## src/rtl/uwire_host.sv

```systemverilog
module uwire_host #(
  parameter int AW       = 10,
  parameter int DIV_HALF = 42,
  parameter int CSL_HALF = 2,
  parameter int POLL_MAX = 200000,
  parameter int LEN_W    = 8
) (
  input  logic             clk,
  input  logic             rst_n,
  input  logic             cmd_valid,
  input  logic [2:0]       cmd_op,
  input  logic [AW:0]      cmd_addr,
  input  logic [15:0]      cmd_wdata,
  input  logic [LEN_W-1:0] cmd_len,
  input  logic             org_x8,
  output logic             busy,
  output logic             done,
  output logic             err,
  output logic             rd_valid,
  output logic [15:0]      rd_data,
  output logic             cs,
  output logic             sk,
  output logic             di,
  input  logic             do_in
);
  localparam int TXW  = AW + 20;
  localparam int NBW  = $clog2(AW + 20 + 16 * (2 ** LEN_W));
  localparam int DIVW = $clog2(DIV_HALF + 1);
  localparam int TW   = $clog2(POLL_MAX + CSL_HALF + 1);

  typedef enum logic [2:0] {S_IDLE, S_SHIFT, S_GAP, S_POLL, S_TAIL} st_t;
  st_t st;

  logic           x8_q, rd_q, prog_q, we_en, err_q;
  logic [TXW-1:0] tx_sr;
  logic [NBW-1:0] bitn, nb_q, fb_q;
  logic [3:0]     wbit;
  logic [14:0]    rd_sr;
  logic [DIVW-1:0] div;
  logic [TW-1:0]  cnt;

  wire tick = (div == DIVW'(DIV_HALF - 1));
  wire [15:0] samp = {rd_sr, do_in};
  wire [3:0] wlast = x8_q ? 4'd7 : 4'd15;

  wire is_rd    = (cmd_op == 3'd0) || (cmd_op == 3'd1);
  wire is_prog  = (cmd_op == 3'd2) || (cmd_op == 3'd3) || (cmd_op == 3'd6) || (cmd_op == 3'd7);
  wire has_data = (cmd_op == 3'd2) || (cmd_op == 3'd7);
  wire special  = cmd_op[2];

  logic [1:0] opc, code;
  always_comb begin
    unique case (cmd_op)
      3'd0, 3'd1: opc = 2'b10;
      3'd2:       opc = 2'b01;
      3'd3:       opc = 2'b11;
      default:    opc = 2'b00;
    endcase
    unique case (cmd_op[1:0])
      2'd0:    code = 2'b11;
      2'd1:    code = 2'b00;
      2'd2:    code = 2'b10;
      default: code = 2'b01;
    endcase
  end

  wire [AW-1:0]  a16 = special ? {code, {(AW-2){1'b0}}} : cmd_addr[AW-1:0];
  wire [AW:0]    a8  = special ? {code, {(AW-1){1'b0}}} : cmd_addr;
  wire [15:0]    wd  = has_data ? cmd_wdata : 16'h0000;
  wire [TXW-1:0] frame_c = org_x8 ? {1'b1, opc, a8, wd[7:0], 8'h00}
                                  : {1'b1, opc, a16, wd, 1'b0};

  wire [NBW-1:0] fb_c = org_x8 ? NBW'(AW + 4) : NBW'(AW + 3);
  wire [NBW-1:0] dw_c = org_x8 ? NBW'(8) : NBW'(16);
  wire [NBW-1:0] nw_c = (cmd_op == 3'd1) ? NBW'(cmd_len) + NBW'(1) : NBW'(1);
  wire [NBW-1:0] nb_c = fb_c + (has_data ? dw_c : '0) + (is_rd ? nw_c * dw_c : '0);

  assign busy = (st != S_IDLE);
  assign di   = tx_sr[TXW-1];

  always_ff @(posedge clk or negedge rst_n) begin
    if (!rst_n) begin
      st <= S_IDLE; cs <= 1'b0; sk <= 1'b0; tx_sr <= '0;
      done <= 1'b0; err <= 1'b0; rd_valid <= 1'b0; rd_data <= '0;
      x8_q <= 1'b0; rd_q <= 1'b0; prog_q <= 1'b0; we_en <= 1'b0; err_q <= 1'b0;
      bitn <= '0; nb_q <= '0; fb_q <= '0; wbit <= '0; rd_sr <= '0;
      div <= '0; cnt <= '0;
    end else begin
      done <= 1'b0; err <= 1'b0; rd_valid <= 1'b0;
      div <= (st == S_IDLE || tick) ? '0 : div + DIVW'(1);
      unique case (st)
        S_IDLE: if (cmd_valid) begin
          if (is_prog && !we_en) begin
            done <= 1'b1; err <= 1'b1;
          end else begin
            st <= S_SHIFT; cs <= 1'b1; sk <= 1'b0; tx_sr <= frame_c;
            x8_q <= org_x8; rd_q <= is_rd; prog_q <= is_prog;
            nb_q <= nb_c; fb_q <= fb_c; bitn <= '0; wbit <= '0; err_q <= 1'b0;
            if (cmd_op == 3'd4) we_en <= 1'b1;
            if (cmd_op == 3'd5) we_en <= 1'b0;
          end
        end
        S_SHIFT: if (tick) begin
          if (!sk) sk <= 1'b1;
          else begin
            sk <= 1'b0;
            tx_sr <= tx_sr << 1;
            bitn <= bitn + NBW'(1);
            if (rd_q && bitn >= fb_q) begin
              rd_sr <= samp[14:0];
              if (wbit == wlast) begin
                wbit <= '0;
                rd_valid <= 1'b1;
                rd_data <= x8_q ? {8'h00, samp[7:0]} : samp;
              end else wbit <= wbit + 4'd1;
            end
            if (bitn == nb_q - NBW'(1)) begin
              cs <= 1'b0; cnt <= '0;
              st <= prog_q ? S_GAP : S_TAIL;
            end
          end
        end
        S_GAP: if (tick) begin
          if (cnt == TW'(CSL_HALF - 1)) begin
            cs <= 1'b1; cnt <= '0; st <= S_POLL;
          end else cnt <= cnt + TW'(1);
        end
        S_POLL: if (tick) begin
          if (do_in) begin
            cs <= 1'b0; cnt <= '0; st <= S_TAIL;
          end else if (cnt == TW'(POLL_MAX - 1)) begin
            cs <= 1'b0; cnt <= '0; err_q <= 1'b1; st <= S_TAIL;
          end else cnt <= cnt + TW'(1);
        end
        S_TAIL: if (tick) begin
          if (cnt == TW'(CSL_HALF - 1)) begin
            st <= S_IDLE; done <= 1'b1; err <= err_q; cnt <= '0;
          end else cnt <= cnt + TW'(1);
        end
        default: st <= S_IDLE;
      endcase
    end
  end

  p_sk_needs_cs_r2: assert property (@(posedge clk) disable iff (!rst_n)
    !cs |-> !sk);
  p_di_hold_r2: assert property (@(posedge clk) disable iff (!rst_n)
    (sk && $past(sk)) |-> $stable(di));
  p_err_with_done_r9: assert property (@(posedge clk) disable iff (!rst_n)
    err |-> done);
  p_word_in_frame_r3: assert property (@(posedge clk) disable iff (!rst_n)
    rd_valid |-> $past(cs));
  p_done_released_r5: assert property (@(posedge clk) disable iff (!rst_n)
    done |-> !cs);
endmodule

```

## config.mk

```make
export PLATFORM = sky130hd
export DESIGN_NAME = uwire_host
export DESIGN_NICKNAME = d
export VERILOG_FILES = /design/src/rtl/uwire_host.sv
export SDC_FILE = /design/constraint.sdc
export NUM_CORES = 1
export LEC_CHECK = 0
export BUFFER_PORTS_ARGS = -buffer_cell sky130_fd_sc_hd__buf_2
export CORE_UTILIZATION = 45
export CTS_BUF_LIST = sky130_fd_sc_hd__clkbuf_4 sky130_fd_sc_hd__clkbuf_8
export DETAILED_ROUTE_END_ITERATION = 7
export GPL_TIMING_DRIVEN = 0
export PLACE_DENSITY_LB_ADDON = 0.05
export SLEW_MARGIN = 20
export SYNTH_ARGS = -nofsm -noshare
export SYNTH_HDL_FRONTEND = slang
export SYNTH_SLANG_ARGS = --single-unit
```

## constraint.sdc

```tcl
create_clock -name clk -period 3.35 [get_ports clk]
set_input_delay 0.1675 -clock clk [delete_from_list [all_inputs] [get_ports clk]]
set_output_delay 0.1675 -clock clk [all_outputs]
set_load 0.03 [all_outputs]
```

==> impl_results.md, run 1 <==
* Die Ht at 133 µm
* Final-stage net count at 1015
* Most used DFF post-synth: dfrtp_1
* Crit end category: flip-flop
* Remaining DRCs at 0
* Min Tclk post-route at 3300 ps
* Slew Limit Fails at 0
* DRT antenna net count at 0
* Die W at 133 µm
* Via count at 6521
* Leak Pwr at 4.13 nW
* Core area at 0.0166 mm²
* Hold Path Class: primary input to flip-flop
* Post-synthesis area per instance at 9.29 µm²
* Status: complete, no violations
* Share of flip-flops with an asynchronous set or reset at 100%
* Critical path class: flip-flop to flip-flop
* Total die area at 0.0176 mm²
* Hold Startpoint: do_in
* Share of cells above drive strength 1 at 19.5%
* Post-synth EDFFs at 0
* Pre-Repair DR Iteration Count at 4
* Area leader, netlist: dfrtp_1
* RSZ-0062 raised after global routing: false
* Depth of the CTS H-tree at 4
* Ratio of total power to cell area at 554 mW/mm²
* Mapped cell area at 0.00769 mm²
* Setup violators final at 0
* Synth Instances at 828
* Starting Density at 46.2%
* Arr. time, crit path at 3640 ps
* CTS root buf: clkbuf_8
* IO Port Bufs at 64
* Synth area leaders: dfrtp_1 41%, ha_1 6.5%, mux2_2 5.1%, nor2_1 4.8%, xnor2_1 3.4%
* Most frequent cells in the layout: 126 x dfrtp_1, 99 x nor2_1, 68 x nand2_1, 65 x buf_2, 39 x ha_1
* Post-layout util at 53.9%
* First-pass GRT wire length at 31400 µm
* Worst R2R Start: nb_q[1]
* FF+latch area at 0.00315 mm²
* Vias/cell at 5.61
* # rows at 47
* Skew-Pair Late Insertion Delay at 450 ps
* Fill count at 1554
* # diodes at 0
* Grt ovf at 0
* Number of synthesized register bits at 126
* Final Hold Vio Count at 0
* Sequential-to-total area share from yosys stat at 41.0%
* Max Cap Viol at 0
* Initial antenna violation count at 0
* Layout Skew at 14.6 ps
* Commonest non-fill, non-tap cell in the layout: dfrtp_1
* I/O pin cnt at 66
* Yosys top cell area share at 41.0%
* Yosys cell types at 63
* Maximum clock rate at 0.303 GHz
* Worst Tran Pin Value at 892 ps
* Clock buffer count from CTS at 17
* Critical Path Start Type: flip-flop
* Max VDD drop at 0.000304 V
* Clk sink count at 126
* Worst EP required at 3690 ps
* Clock buffer depth at 2
* Fin crit share at 98.4%
* CTS tree: done
* WL/cell at 16.0 µm
* Worst-path maximum fanout at 10
* Area grow syn2layout at 16.5%
* Clk slew on worst S/H paths at 90 ps
* Post-DP HPWL at 13700 µm
* Starting DRC count in detailed routing at 352
* Critical Path Start: nb_q[1]
* Largest net degree at the start of global routing at 92
* Final wirelength at 18700 µm
* YS warnings at 0
* Slew headroom at 40.2%
* GR Util All Layers at 22.1%
* Final total power at 4.96 mW
* Vias in the first global route at 6410
* GPL Wtd Cong at 0.887
* Multi-input logic area at 0.00437 mm²
==> final timing paths <==
kind	end	slack (ps)	depth (start not counted)
setup / recovery	cnt[3]	50	9
hold / removal	rd_data[0]	10	2
setup reg to reg	cnt[3]	50	9
hold reg to reg	div[0]	500	1
max in group asynchronous	tx_sr[9]	2420	3
min in group asynchronous	rd_data[7]	170	2
==> logic make-up after synthesis <==
kind of cell	after synthesis	synth area share [%]
mux	49	6.95
flops	126	41.0
other cells	1	0.0487
compound gates	162	14.5
buf+inv	69	3.72
simple gates	333	21.5
fa+ha+maj	42	7.03
xor+xnor	46	5.24
==> through the flow <==
step	hold slack, ps	TNS, ps	instance area [µm²]	instances	setup WS (ps)
finish	13.9	0	8960	1163	52.9
floorplan	-128	0	7710	832	36.4
global route	1.72	0	8960	1163	0.272
CTS	1.71	0	8830	1157	1.73
global placement	449	-10380	8310	1116	-561
detailed placement	56.0	-5790	8350	1117	-611
==> cell usage after synthesis (all sizes together), types with 6 or more instances <==
master	number
dfrtp	126
nor2	99
nand2	68
ha	40
o21ai	38
a21oi	36
mux2	35
clkbuf	34
xnor2	30
nand3	28
nor3	28
inv	24
and3	20
nor2b	17
xor2	16
nor4	15
mux2i	14
a31o	12
a221o	11
a31oi	11
buf	10
nand4	10
and2	9
a221oi	8
nor3b	6
or3	6
or4	6
==> sequential cells by signal, summed over array words and instances, names as in the netlist <==
signal    flops
bitn         13
cnt          18
cs            1
div           6
done          1
err           1
err_q         1
nb_q         13
prog_q        1
rd_data      16
rd_q          1
rd_sr        15
rd_valid      1
sk            1
st            3
tx_sr        29
wbit          4
we_en         1
==> timing repair <==
item,CTS,global route
hold endpoints to repair,82,0
gates cloned,0,1
endpoints found under the setup margin,37,29
resized for setup,6,21
hold buffers,7,0
buffers inserted,1,6
pin swaps,1,4
==> power breakdown <==
part	switching [mW]	internal (mW)	total [mW]
registers	0.272	1.83	2.11
clock network	0.717	0.549	1.27
logic	0.946	0.645	1.59
total	1.94	3.03	4.96
==> critical path, cell delays in order, from the launching register on <==
cell and delay (ps):
dfrtp_1 460, or4_4 600, or4_1 530, o311ai_1 120, o2bb2ai_2 130, or4_1 540
o21a_1 170, buf_6 160, buf_8 140, a221o_1 340
==> layout make-up <==
| class | instances | share of cell area [%] |
|---|---|---|
| flip-flops and latches | 126 | 35.2 |
| clock buffers | 17 | 2.61 |
| multi-input cells | 637 | 48.7 |
| plain buffers | 43 | 2.29 |
| inverters | 25 | 1.09 |
| well taps | 220 | 3.07 |
| repair buffers | 80 | 5.42 |
| clock inverters | 15 | 1.63 |
==> metal layers <==
| layer | part of all wire (%) | GRT usage, % |
|---|---|---|
| met4 | 1.7 | 7.60 |
| met5 | 0 | 0 |
| met1 | 49 | 31.3 |
| met2 | 46 | 33.8 |
| met3 | 3.5 | 4.18 |
Note: power is estimated with default switching activity, not from simulation.
==> run 2, diff against run 1 <==
--- a/config.mk
+++ b/config.mk
@@ -6,10 +6,11 @@
 export NUM_CORES = 1
 export LEC_CHECK = 0
 export BUFFER_PORTS_ARGS = -buffer_cell sky130_fd_sc_hd__buf_2
-export CORE_UTILIZATION = 45
+export CORE_UTILIZATION = 28
 export CTS_BUF_LIST = sky130_fd_sc_hd__clkbuf_4 sky130_fd_sc_hd__clkbuf_8
 export DETAILED_ROUTE_END_ITERATION = 7
 export GPL_TIMING_DRIVEN = 0
+export MAX_ROUTING_LAYER = met4
 export PLACE_DENSITY_LB_ADDON = 0.05
 export SLEW_MARGIN = 20
 export SYNTH_ARGS = -nofsm -noshare
==> run 2 against run 1 <==
Compared with the run above:
- global-route usage decreased by 5.8 points
- sequential power is essentially flat
- critical path depth up 1
- core utilization is 20 points lower
- register-to-register slack improved by 20 ps
- combinational power about the same
- power grew 2.0%
- clock skew up 8.1 ps
- count of clock-buffer cells in the layout unchanged
- critical path type unchanged
- largest cell class unchanged
- largest power group unchanged
==> impl_results.md, run 2 (synthesis results as in run 1) <==
* Leak Pwr at 4.13 nW (about the same)
* Regs by FF count: tx_sr x29, cnt x18, rd_data x16
* Remaining DRCs at 0 (unchanged)
* Clock buffer count from CTS at 17 (unchanged)
* Post-DP HPWL at 15600 µm (+14%)
* Worst-path maximum fanout at 10 (unchanged)
* Worst EP required at 3680 ps (about the same)
* Starting DRC count in detailed routing at 319 (-9.4%)
* Post-layout util at 33.9% (-20 points)
* RSZ-0062 raised after global routing: false
* Final-stage net count at 1015 (unchanged)
* Commonest non-fill, non-tap cell in the layout: dfrtp_1
* Maximum clock rate at 0.305 GHz (+0.71%)
* Final total power at 5.06 mW (+2.0%)
* Setup violators final at 0 (unchanged)
* Clk sink count at 126 (unchanged)
* # diodes at 0 (unchanged)
* WL/cell at 16.7 µm (+4.2%)
* Largest reg by FF count: tx_sr
* Final wirelength at 21500 µm (+15%)
* Most frequent cells in the layout: 124 x dfrtp_1, 99 x nor2_1, 68 x nand2_1, 65 x buf_2, 40 x ha_1
* Skew-Pair Late Insertion Delay at 450 ps (about the same)
* Critical path class: flip-flop to flip-flop
* CTS root buf: clkbuf_8
* Max Cap Viol at 0 (unchanged)
* Layout Skew at 22.6 ps (+8.08 ps)
* IO Port Bufs at 64 (unchanged)
* Hold Path Class: primary input to flip-flop
* Clk slew on worst S/H paths at 90 ps (about the same)
* Depth of the CTS H-tree at 4 (unchanged)
* Crit end category: flip-flop
* Core area at 0.0270 mm² (+62%)
* Via count at 6353 (-2.6%)
* # rows at 60 (+28%)
* Initial antenna violation count at 0 (unchanged)
* Total die area at 0.0281 mm² (+60%)
* Max FFs per register at 29 (unchanged)
* Final Hold Vio Count at 0 (unchanged)
* Die Ht at 168 µm (+26%)
* Fin crit share at 97.7% (-0.69 points)
* Total Neg Setup Slack at 0 ps (unchanged)
* Grt ovf at 0 (unchanged)
* I/O pin cnt at 66 (unchanged)
* Area grow syn2layout at 18.9%
* Max VDD drop at 0.000238 V (-22%)
* Vias/cell at 4.95 (-12%)
* CTS tree: done
* Slew Limit Fails at 0 (unchanged)
* Starting Density at 28.5% (-18 points)
* Ratio of total power to cell area at 554 mW/mm² (about the same)
* Largest net degree at the start of global routing at 65 (-29%)
* Status: complete, no violations
* Share of cells above drive strength 1 at 19.9% (+0.42 points)
* Pre-Repair DR Iteration Count at 5 (+1)
* Clock buffer depth at 2 (unchanged)
* Critical Path Start Type: flip-flop
* Pre-CTS WS at -638 ps (-27.0 ps)
* DRT antenna net count at 0 (unchanged)
* Die W at 168 µm (+26%)
* Slew headroom at 32.0% (-8.2 points)
* Min Tclk post-route at 3270 ps (-23.2 ps)
* GR Util All Layers at 16.3% (-5.8 points)
* First-pass GRT wire length at 35100 µm (+12%)
* Worst Tran Pin Value at 1020 ps (+123 ps)
* Fill count at 2871 (+85%)
* Arr. time, crit path at 3600 ps (-40 ps)
* Final worst setup slack at 76.1 ps (+23.2 ps)
* GPL Wtd Cong at 0.750 (-15%)
* Vias in the first global route at 6451 (+0.64%)
[run 2: changes by cell type in the layout (fill, tap and decap cells not counted), sizes merged]
| cell | delta |
|---|---|
| clkbuf | +1 |
| inv | +1 |
| bufinv | +1 |
| clkinv | -2 |
| buf | -1 |
[run 2: area by class of cell]
class	instances	area [µm²]	area share (%)
Timing Repair Buffer	80	498	5.45
Clock buffer	17	234	2.56
Clock inverter	15	150	1.64
Multi-Input combinational cell	637	4370	47.8
Inverter	25	98.8	1.08
Tap cell	341	427	4.67
Buffer	43	205	2.24
Sequential cell	126	3160	34.5
[run 2: repair_timing]
item	CTS	global route
setup buffers	3	4
gates resized for setup	10	21
pin swaps	1	6
hold endpoints to repair	69	0
hold buffers	7	0
setup endpoints to repair	32	23
[run 2: routing by layer]
| layer | vias up | GRT usage (%) | wire length [µm] | share of wire, % |
|---|---|---|---|---|
| met2 | 87 | 24.6 | 9490 | 44 |
| li1 | 3189 | - | - | - |
| met4 | 0 | 4.11 | 229 | 1.1 |
| met5 | - | - | 0 | 0 |
| met1 | 3058 | 22.4 | 11200 | 52 |
| met3 | 19 | 2.79 | 561 | 2.6 |
[run 2: where the power goes]
| part | internal (mW) | total [mW] | switching (mW) |
|---|---|---|---|
| sequential | 1.84 | 2.11 | 0.270 |
| clock | 0.612 | 1.36 | 0.748 |
| combinational | 0.631 | 1.59 | 0.963 |
| total | 3.08 | 5.06 | 1.98 |
[run 2: worst max-delay path, cell delays in order, from the launching register on]
cell and delay (ps):
dfrtp_1 380, buf_6 140, or4_4 570, nor3_4 210, mux2_4 320, o211a_4 240, or4_1 510, o21a_1 140
buf_6 150, buf_8 140, a221o_1 340
[run 2: metrics by stage]
step | area (µm²) | hold slack, ps | cells
3_3_place_gp | 8460 | 461 | 1237
6_report | 9140 | 31.7 | 1284
3_5_place_dp | 8510 | 163 | 1239
2_1_floorplan | 7710 | -128 | 832
5_1_grt | 9140 | 10.4 | 1284
4_1_cts | 9020 | 1.41 | 1281
[run 2: final timing paths]
path	startpoint	to	slack [ps]	cells past startpoint
setup / recovery	nb_q[5]	cnt[5]	80	10
hold / removal	cmd_wdata[2]	tx_sr[3]	30	3
setup reg to reg	nb_q[5]	cnt[5]	80	10
hold reg to reg	tx_sr[25]	tx_sr[25]	490	2
max in group asynchronous	rst_n	nb_q[0]	2360	3
min in group asynchronous	rst_n	rd_sr[6]	250	2
==> run 3, diff against run 2 <==
--- a/config.mk
+++ b/config.mk
@@ -12,7 +12,9 @@
 export GPL_TIMING_DRIVEN = 0
 export MAX_ROUTING_LAYER = met4
 export PLACE_DENSITY_LB_ADDON = 0.05
+export REMOVE_ABC_BUFFERS = 1
 export SLEW_MARGIN = 20
 export SYNTH_ARGS = -nofsm -noshare
 export SYNTH_HDL_FRONTEND = slang
 export SYNTH_SLANG_ARGS = --single-unit
+export TNS_END_PERCENT = 100
==> constraint.sdc (replaced) <==
create_clock -name clk -period 2.9 [get_ports clk]
set_input_delay 0.145 -clock clk [delete_from_list [all_inputs] [get_ports clk]]
set_output_delay 0.145 -clock clk [all_outputs]
set_load 0.03 [all_outputs]
==> run 3 against run 2 <==
Compared with the run above:
- count of clock-buffer cells in the layout stayed put
- combinational power is 17% higher
- maximum frequency is 5.6% higher
- critical path depth is 3 lower
- design area is 2.2% higher
- the run now ends with setup timing left
- highest routed layer unchanged
- largest cell class unchanged
- sequential power is 17% higher
==> impl_results.md, run 3 (synthesis results as in run 1) <==
* RSZ-0062 raised after global routing: true
* Clock buffer count from CTS at 17 (unchanged)
* WHS Path Cells at 2 (-1)
* Commonest non-fill, non-tap cell in the layout: dfrtp_1
* Die Ht at 168 µm (unchanged)
* Largest reg by FF count: tx_sr
* Post-layout util at 34.7% (+0.73 points)
* Flop-to-flop setup slack at -200 ps (-280 ps)
* Failing checks: setup timing
* Clk slew on worst S/H paths at 90 ps (about the same)
* Status: finished with violations
* Worst Tran Pin Value at 1030 ps (+14.9 ps)
* Final-stage net count at 991 (-2.4%)
* Hold Startpoint: do_in
* Max FFs per register at 29 (unchanged)
* I/O pin cnt at 66 (unchanged)
* Pre-CTS WS at -899 ps (-261 ps)
* Critical path class: flip-flop to flip-flop
* Worst R2R Start: nb_q[1]
* Grt ovf at 0 (unchanged)
* First-pass GRT wire length at 32900 µm (-6.5%)
* DRT antenna net count at 0 (unchanged)
* Final wirelength at 20300 µm (-5.2%)
* Hold Path Class: primary input to flip-flop
* Clk sink count at 126 (unchanged)
* Arr. time, crit path at 3430 ps (-170 ps)
* Layout Skew at 15.3 ps (-7.31 ps)
* R2r endpoint: cnt[14]
* Final worst setup slack at -200 ps (-276 ps)
* Maximum clock rate at 0.323 GHz (+5.6%)
* Hold EP: rd_data[0]
* Crit end category: flip-flop
* Pre-Repair DR Iteration Count at 4 (-1)
* Die W at 168 µm (unchanged)
* Depth of the CTS H-tree at 4 (unchanged)
* Max VDD drop at 0.000306 V (+29%)
* Remaining DRCs at 0 (unchanged)
* Via count at 6363 (+0.16%)
* Core area at 0.0270 mm² (unchanged)
* Fill count at 2743 (-4.5%)
* Slew Limit Fails at 0 (unchanged)
* Worst-path maximum fanout at 5 (-5)
* # rows at 60 (unchanged)
* Ratio of total power to cell area at 647 mW/mm² (+17%)
* Min Tclk post-route at 3100 ps (-174 ps)
* Share of cells above drive strength 1 at 24.5% (+4.5 points)
* GR Util All Layers at 15.2% (-1.1 points)
* Regs by FF count: tx_sr x29, cnt x18, rd_data x16
* Most frequent cells in the layout: 117 x dfrtp_1, 97 x nor2_1, 68 x nand2_1, 64 x buf_2, 36 x ha_1
* CTS tree: done
* GPL Wtd Cong at 0.777 (+3.7%)
* Critical Path Start Type: flip-flop
* Clock buffer depth at 2 (unchanged)
* CTS root buf: clkbuf_8
* Post-DP HPWL at 13900 µm (-11%)
* Total Neg Setup Slack at -2810 ps (-2810 ps)
* Total die area at 0.0281 mm² (unchanged)
* Largest net degree at the start of global routing at 66 (+1.5%)
* Worst EP required at 3230 ps (-450 ps)
* Initial antenna violation count at 1 (+1)
* Fin crit share at 107% (+9.2 points)
* Vias/cell at 5.05 (+2.0%)
* Fin Hold WS at 35.9 ps (+4.26 ps)
* WL/cell at 16.1 µm (-3.5%)
* Starting DRC count in detailed routing at 325 (+1.9%)
* Slew headroom at 30.9% (-1.1 points)
* Critical Path Start: nb_q[1]
* Starting Density at 28.5% (unchanged)
* Final Hold Vio Count at 0 (unchanged)
* Max Cap Viol at 0 (unchanged)
* Skew-Pair Late Insertion Delay at 440 ps (about the same)
* IO Port Bufs at 65 (+1.6%)
* Reg2Reg Depth at 7 (-3)
* Leak Pwr at 4.22 nW (+2.2%)
* Setup violators final at 18 (+18)
* Vias in the first global route at 6225 (-3.5%)
* Area grow syn2layout at 21.4%
run 3: cell count changes in the layout (fill, tap and decap cells not counted), sizes merged, moves of 2 or more:
cell / delta
bufinv: +2
buf: +6
clkbuf: -34
clkinv: +2
clkinvlp: -3
o21a: +2
run 3: what timing repair did:
| item | 4_1_cts | 5_1_grt |
|---|---|---|
| pin swaps | 2 | 27 |
| setup endpoints to repair | 58 | 37 |
| resized for setup | 40 | 32 |
| hold endpoints to repair | 68 | 0 |
| hold buffers | 8 | 0 |
| buffers inserted | 4 | 8 |
| gates cloned | 2 | 1 |
run 3: cell type report:
class	instances	area [µm²]	area share, %
sequential	126	3160	33.9
tap	341	427	4.57
multi-input combinational	640	4580	49.0
clock buffer	17	234	2.51
antenna	1	2.50	0.0268
timing repair buffer	96	634	6.79
inverter	25	101	1.09
clock inverter	15	199	2.13
run 3: critical path, stage by stage, from the launching register on:
cell and delay, ps:
dfrtp_2 450, or4_4 600, nor3_4 250, mux2_4 330, o211a_4 280, or4_4 580
o21a_4 190, a221o_1 320
run 3: stage by stage:
stage | power, mW | cells | cell area, µm²
after floorplan | 3.56 | 788 | 7510
after global placement | 4.05 | 1194 | 8270
after detailed placement | 4.16 | 1205 | 8410
after CTS | 6.06 | 1251 | 9120
after global routing | 6.50 | 1261 | 9340
final | 6.04 | 1261 | 9340
run 3: layer usage:
layer	routed length, µm	GRT usage [%]
met1	9720	19.4
met2	9950	24.7
met3	486	2.91
met4	178	3.79
met5	0	-
run 3: report_power, final:
part	internal, mW	leakage, nW	switching [mW]
registers	2.13	1.61	0.338
logic	0.778	2.39	1.09
clock network	0.884	0.222	0.831
run 3: worst max-delay path by stage:
stage / end / cells after the start
after floorplan: rd_data[0] / 4
after global placement: rd_data[3] / 4
after detailed placement: cnt[3] / 9
after CTS: cnt[14] / 7
after global routing: cnt[8] / 7
final: cnt[14] / 7
